==> config.mk <==
export PLATFORM = sky130hd
export DESIGN_NAME = tmr_oc_channel
export DESIGN_NICKNAME = d
export VERILOG_FILES = /design/src/rtl/tmr_oc_channel.sv
export SDC_FILE = /design/constraint.sdc
export NUM_CORES = 1
export LEC_CHECK = 0
export ABC_AREA = 1
export CAP_MARGIN = 20
export CORE_ASPECT_RATIO = 1.4
export CORE_MARGIN = 5
export CORE_UTILIZATION = 50
export CTS_CLUSTER_DIAMETER = 80
export CTS_CLUSTER_SIZE = 24
export DETAILED_ROUTE_END_ITERATION = 10
export DONT_BUFFER_PORTS = 1
export MAX_ROUTING_LAYER = met4
export RECOVER_POWER = 100
export SLEW_MARGIN = 20
export SYNTH_ARGS = -nofsm -noshare
export SYNTH_HDL_FRONTEND = slang
export SYNTH_SLANG_ARGS = --single-unit
export TNS_END_PERCENT = 50
==> constraint.sdc <==
create_clock -name clk -period 5.83 [get_ports clk]
set_clock_uncertainty 0.05 [all_clocks]
set_input_delay 0.2915 -clock clk [delete_from_list [all_inputs] [get_ports clk]]
set_output_delay 0.2915 -clock clk [all_outputs]
set_load 0.01 [all_outputs]
==> src/rtl/tmr_oc_channel.sv <==
module tmr_oc_channel #(
  parameter int W = 32
) (
  input  logic         clk,
  input  logic         rst_n,
  input  logic         tick_en,
  input  logic         wr_en,
  input  logic [2:0]   wr_addr,
  input  logic [W-1:0] wr_data,
  input  logic [2:0]   rd_addr,
  output logic [W-1:0] rd_data,
  output logic         irq,
  output logic         oc_ref
);
  localparam logic [2:0] A_CTRL = 3'd0, A_STAT = 3'd1, A_LIM = 3'd2, A_CMP = 3'd3, A_CNT = 3'd4;

  logic [W-1:0] cnt, lim, cmp;
  logic [5:0]   ctrl;
  logic         cc_flag, upd_flag;

  wire cnt_en  = ctrl[0];
  wire cc_ie   = ctrl[1];
  wire upd_ie  = ctrl[2];
  wire upd_dis = ctrl[3];
  wire [1:0] oc_mode = ctrl[5:4];

  wire step    = cnt_en & tick_en;
  wire at_lim  = (cnt == lim);
  wire wrap    = step & at_lim;
  wire hit     = step & ((cmp > lim) ? at_lim : (cnt == cmp));
  wire st_wr   = wr_en & (wr_addr == A_STAT);

  always_ff @(posedge clk) begin
    if (!rst_n) begin
      cnt      <= '0;
      lim      <= '1;
      cmp      <= '0;
      ctrl     <= '0;
      cc_flag  <= 1'b0;
      upd_flag <= 1'b0;
      oc_ref   <= 1'b0;
    end else begin
      if (step) cnt <= at_lim ? '0 : cnt + 1'b1;
      if (wr_en && wr_addr == A_CTRL) ctrl <= wr_data[5:0];
      if (wr_en && wr_addr == A_LIM)  lim  <= wr_data;
      if (wr_en && wr_addr == A_CMP)  cmp  <= wr_data;
      cc_flag  <= hit | (cc_flag & ~(st_wr & ~wr_data[0]));
      upd_flag <= (wrap & ~upd_dis) | (upd_flag & ~(st_wr & ~wr_data[1]));
      if (hit) begin
        case (oc_mode)
          2'b01:   oc_ref <= 1'b1;
          2'b10:   oc_ref <= 1'b0;
          2'b11:   oc_ref <= ~oc_ref;
          default: oc_ref <= oc_ref;
        endcase
      end
    end
  end

  assign irq = (cc_flag & cc_ie) | (upd_flag & upd_ie);

  always_comb begin
    case (rd_addr)
      A_CTRL:  rd_data = {{(W-6){1'b0}}, ctrl};
      A_STAT:  rd_data = {{(W-2){1'b0}}, upd_flag, cc_flag};
      A_LIM:   rd_data = lim;
      A_CMP:   rd_data = cmp;
      A_CNT:   rd_data = cnt;
      default: rd_data = '0;
    endcase
  end
endmodule

# Word level (Yosys, flattened, before mapping)
# Index checks and enable logic that the tools add are counted.
# classes
n_lt_le_gt_ge	1
n_addsub	1
n_reduce_logical	7
n_mux	4
n_bitwise	20
eq_ne	12
# ops
cell	n
$pmux 32 s5	1
$eq 32x32->1	2
$add 32x1->32 const B	1
$gt 32x32->1	1
$mux 32	1
$eq 3x2->1 const B	4
$and 1x1->1	11
$eq 3x1->1 const B	2
$logic_not 3->1	2
$not 1->1	6
$eq 2x2->1 const B	2
$eq 3x3->1 const B	1
$logic_and 1x1->1	3
$or 1x1->1	3
$pmux 1 s3	1
$reduce_bool 3->1	1
$eq 2x1->1 const B	1
$reduce_and 2->1	1
$mux 1	1
# word_totals
input_bits	42
out_inout_bits	34
ff_bits	105

# Longest topological paths before layout
# depth
depth_word	6
mapped_depth	19
mapped_depth_nobuf	19

# Worst setup path after synthesis
# No wires, ideal clock.
# synth_timing
path_kind	input to output
from	input rd_addr[0]
to	output rd_data[13]
t_required_ps	5489
path_slack_ps	3961
t_arrival_ps	1528
cell_stages	4
path_cell_list	nor3_1 > clkinv_1 > clkbuf_1 > o221ai_1
# synth_between
elab_chain_cells	2
elab_cells_between_ends	6
cone_classes	eq/ne: 4; mux: 1; reduce/logical: 1
# synth_lines
item	line	source
start, declared	10	input logic [2:0] rd_addr,
$eq 3x3->1, or another cell as far along	63	case (rd_addr)
$pmux 32 s5 *	63	
end, declared	11	output logic [W-1:0] rd_data,
# Every way passes the cells marked *; elsewhere a longest branch is shown, timed or not.

# Worst setup path in the final report
# layout_timing
from	input wr_en
to	register cmp[2]
# layout_between
elab_chain_cells	1
# layout_lines
item	line	source
start, declared	7	input logic wr_en,
$logic_and 1x1->1	46	if (wr_en && wr_addr == A_CMP) cmp <= wr_data;
end signal, assigned	46	
end, declared	17	logic [W-1:0] cnt, lim, cmp;
# Every way passes these cells.
# A chain may end at the register's enable or synchronous reset.

==> results.yml <==
grt:
  grt_pass1_vias: 6113
  overflow: 0
  grt_pass1_wl_um: 32000
  track_usage: 0.263
  grt_max_degree: 65
  antenna_found_initial: 0
route:
  drc: 0
  vias: 6443
  dr.pass1.iters: 5
  wirelength_um: 20100
  wire_per_inst_um: 17.2
  antenna_left: 0
  first_iter_violations: 296
  vias_per_cell: 5.51
clocking:
  clock-sinks: 105
  htreeDepth: 3
  cts_root_buf: "clkbuf_16"
  worstSkewPairLatency_ns: 0.36
  cts_tree: "done"
  numCtsBuffers: 9
  post_cts_buffers: 0
  clkTransAtPathRegs_ns: 0.07
  cts_buffer_depth: 2
synth:
  synthTopCellsByCount: "nand2_1 (263), nor2_1 (115), inv_1 (111)"
  ys_seq_area_frac: 0.312
  synth_cell_types: 36
  ys_top_cells_by_area: "dfxtp_1 (31%), nand2_1 (15%), nor2_1 (6.4%), inv_1 (6.2%), ha_1 (6.1%)"
  synth_edf_count: 0
  synth_compound_area_frac: 0.160
  synth_simple_gate_area_frac: 0.318
  synth_top_family_by_area: "simple AND/OR/NAND/NOR gates"
  syn_area_um2: 6730
  syn-instance-count: 1014
  synth-seq-cells: 105
  synth_top_area_frac: 0.312
  syn_area_per_cell_um2: 6.64
  yosys_warnings: 0
  synth_xor_area_frac: 0.0521
  synth.largest_area_cell: "dfxtp_1"
  synth_nets: 1089
  yosys-mux-area-fraction: 0
  synth.most_common_cell: "nand2_1"
  async_reset_ff_frac: 0
  synthFlopType: "dfxtp_1"
  yosys.area_share.adder: 0.0614
critical_path:
  cp-end-kind: "register"
  crit_type: "in2reg"
  arrival_ns: 3.51
  r2r_cells: 11
  worstPathMaxFanout: 24
  start_kind: "primary input"
  required_ns: 5.99
timing:
  worstMarginPinSlew_ns: 2.95
  finalCritPeriodShare: 0.575
  period_needed_ns: 3.35
  setup_viol: 0
  setup_tns_ns: 0
  relSlewSlack: -0.966
  hold_violations: 0
  timing.final.max_slew_violations: 65
  max_freq_ghz: 0.299
  rsz0062_at_grt: "false"
hold_path:
  hp-class: "in2reg"
  whs_path_depth: 2
cells_and_area:
  fill_cells: 1449
  antenna_cells: 0
  multi_input_area_um2: 3960
  drive_gt1_frac: 0.0304
  nets: 1058
  area_growth_pct: 5.04
  seq_area_um2: 2100
placed_design:
  hpwl_um: 14400
  io_buffers: 0
  place.gp.congestion: 0.928
die:
  dieArea_um2: 15900
  num_io_pins: 76
  die_w_um: 108
  row_count: 50
  core_area_um2: 13300
  start_util: 0.505
  die_h_um: 147
power_and_ir_drop:
  total_power_uw: 1480
  power_density_nw_per_um2: 210
  peakVddDrop_mv: 0.110
  leakagePower_uw: 0.00309
run:
  cap_violations: 1
outcome:
  violations: "capacitance limit, slew limit"
  outcome: "finished, violations left"
## worst max-delay path, stage by stage
cell      delay (ns)
inv_1           0.02
nor2_1          0.14
inv_1           0.10
nor3_1          0.14
clkbuf_1        1.05
inv_1           0.79
clkbuf_1        0.58
o21ai_0         0.31
a21oi_1         0.06
## area by class of cell
class	instances	area share
Timing Repair Buffer	6	0.00637
Multi-Input combinational cell	744	0.560
Inverter	117	0.0623
Tap cell	182	0.0322
Sequential cell	105	0.297
Clock inverter	4	0.00372
Clock buffer	12	0.0377
## routing by layer
layer / track usage / wire length [µm]
met1: 0.309 / 8590
met2: 0.457 / 10400
met3: 0.0404 / 712
met4: 0.0821 / 467
met5: - / 0
## timing repair
| item | 4_1_cts | 5_1_grt |
|---|---|---|
| endpoints found under the hold margin | 29 | 0 |
| hold buffers | 2 | 0 |
| resized for setup | 0 | 0 |
## metrics by stage
stage                     utilization  instances  setup slack (ns)  instance area (µm²)  hold slack (ns)
after global placement          0.510       1152              3.14                 6790            0.346
after floorplan                     -       1014              3.96                 6730            0.372
after CTS                       0.534       1170              3.05                 7110          0.00505
final                           0.530       1170              2.48                 7070           0.0148
after global routing            0.530       1170              2.05                 7070          0.00320
after detailed placement        0.510       1152              3.06                 6790            0.350
## final timing paths
path | start | endpoint | slack [ns]
worst max register to register | cnt[9]$_SDFFE_PN0P_ | cnt[5]$_SDFFE_PN0P_ | 2.86
worst min-delay path | wr_data[10] | lim[10]$_SDFFE_PN1P_ | 0.01
worst min register to register | ctrl[1]$_SDFFE_PN0P_ | ctrl[1]$_SDFFE_PN0P_ | 0.42
worst max-delay path | wr_en | cmp[2]$_SDFFE_PN0P_ | 2.48
## flip-flops by register name (all words and copies together), names as in the netlist
signal,cells
cnt,32
cc_flag,1
upd_flag,1
oc_ref,1
lim,32
ctrl,6
cmp,32
## cells in the final DEF (no fill, tap or decap), types with 14 or more instances in the layout
cell	count
nand2_1	265
nor2_1	115
inv_1	111
dfxtp_1	105
o21ai_0	52
a21oi_1	49
nand3_1	35
nand4_1	35
o211ai_1	34
ha_1	33
nor3_1	28
xor2_1	26
o221ai_1	22
xnor2_1	14
## cells by family after synthesis
family,Yosys count
buf+inv,165
flops,105
simple gates,499
compound gates,172
fa+ha+maj,33
xor+xnor,40
## report_power, final
part           internal, µW  switching, µW
clock                   325            286
combinational          39.0           82.0
sequential              734           15.9
Power figures use the tool's default switching activity.
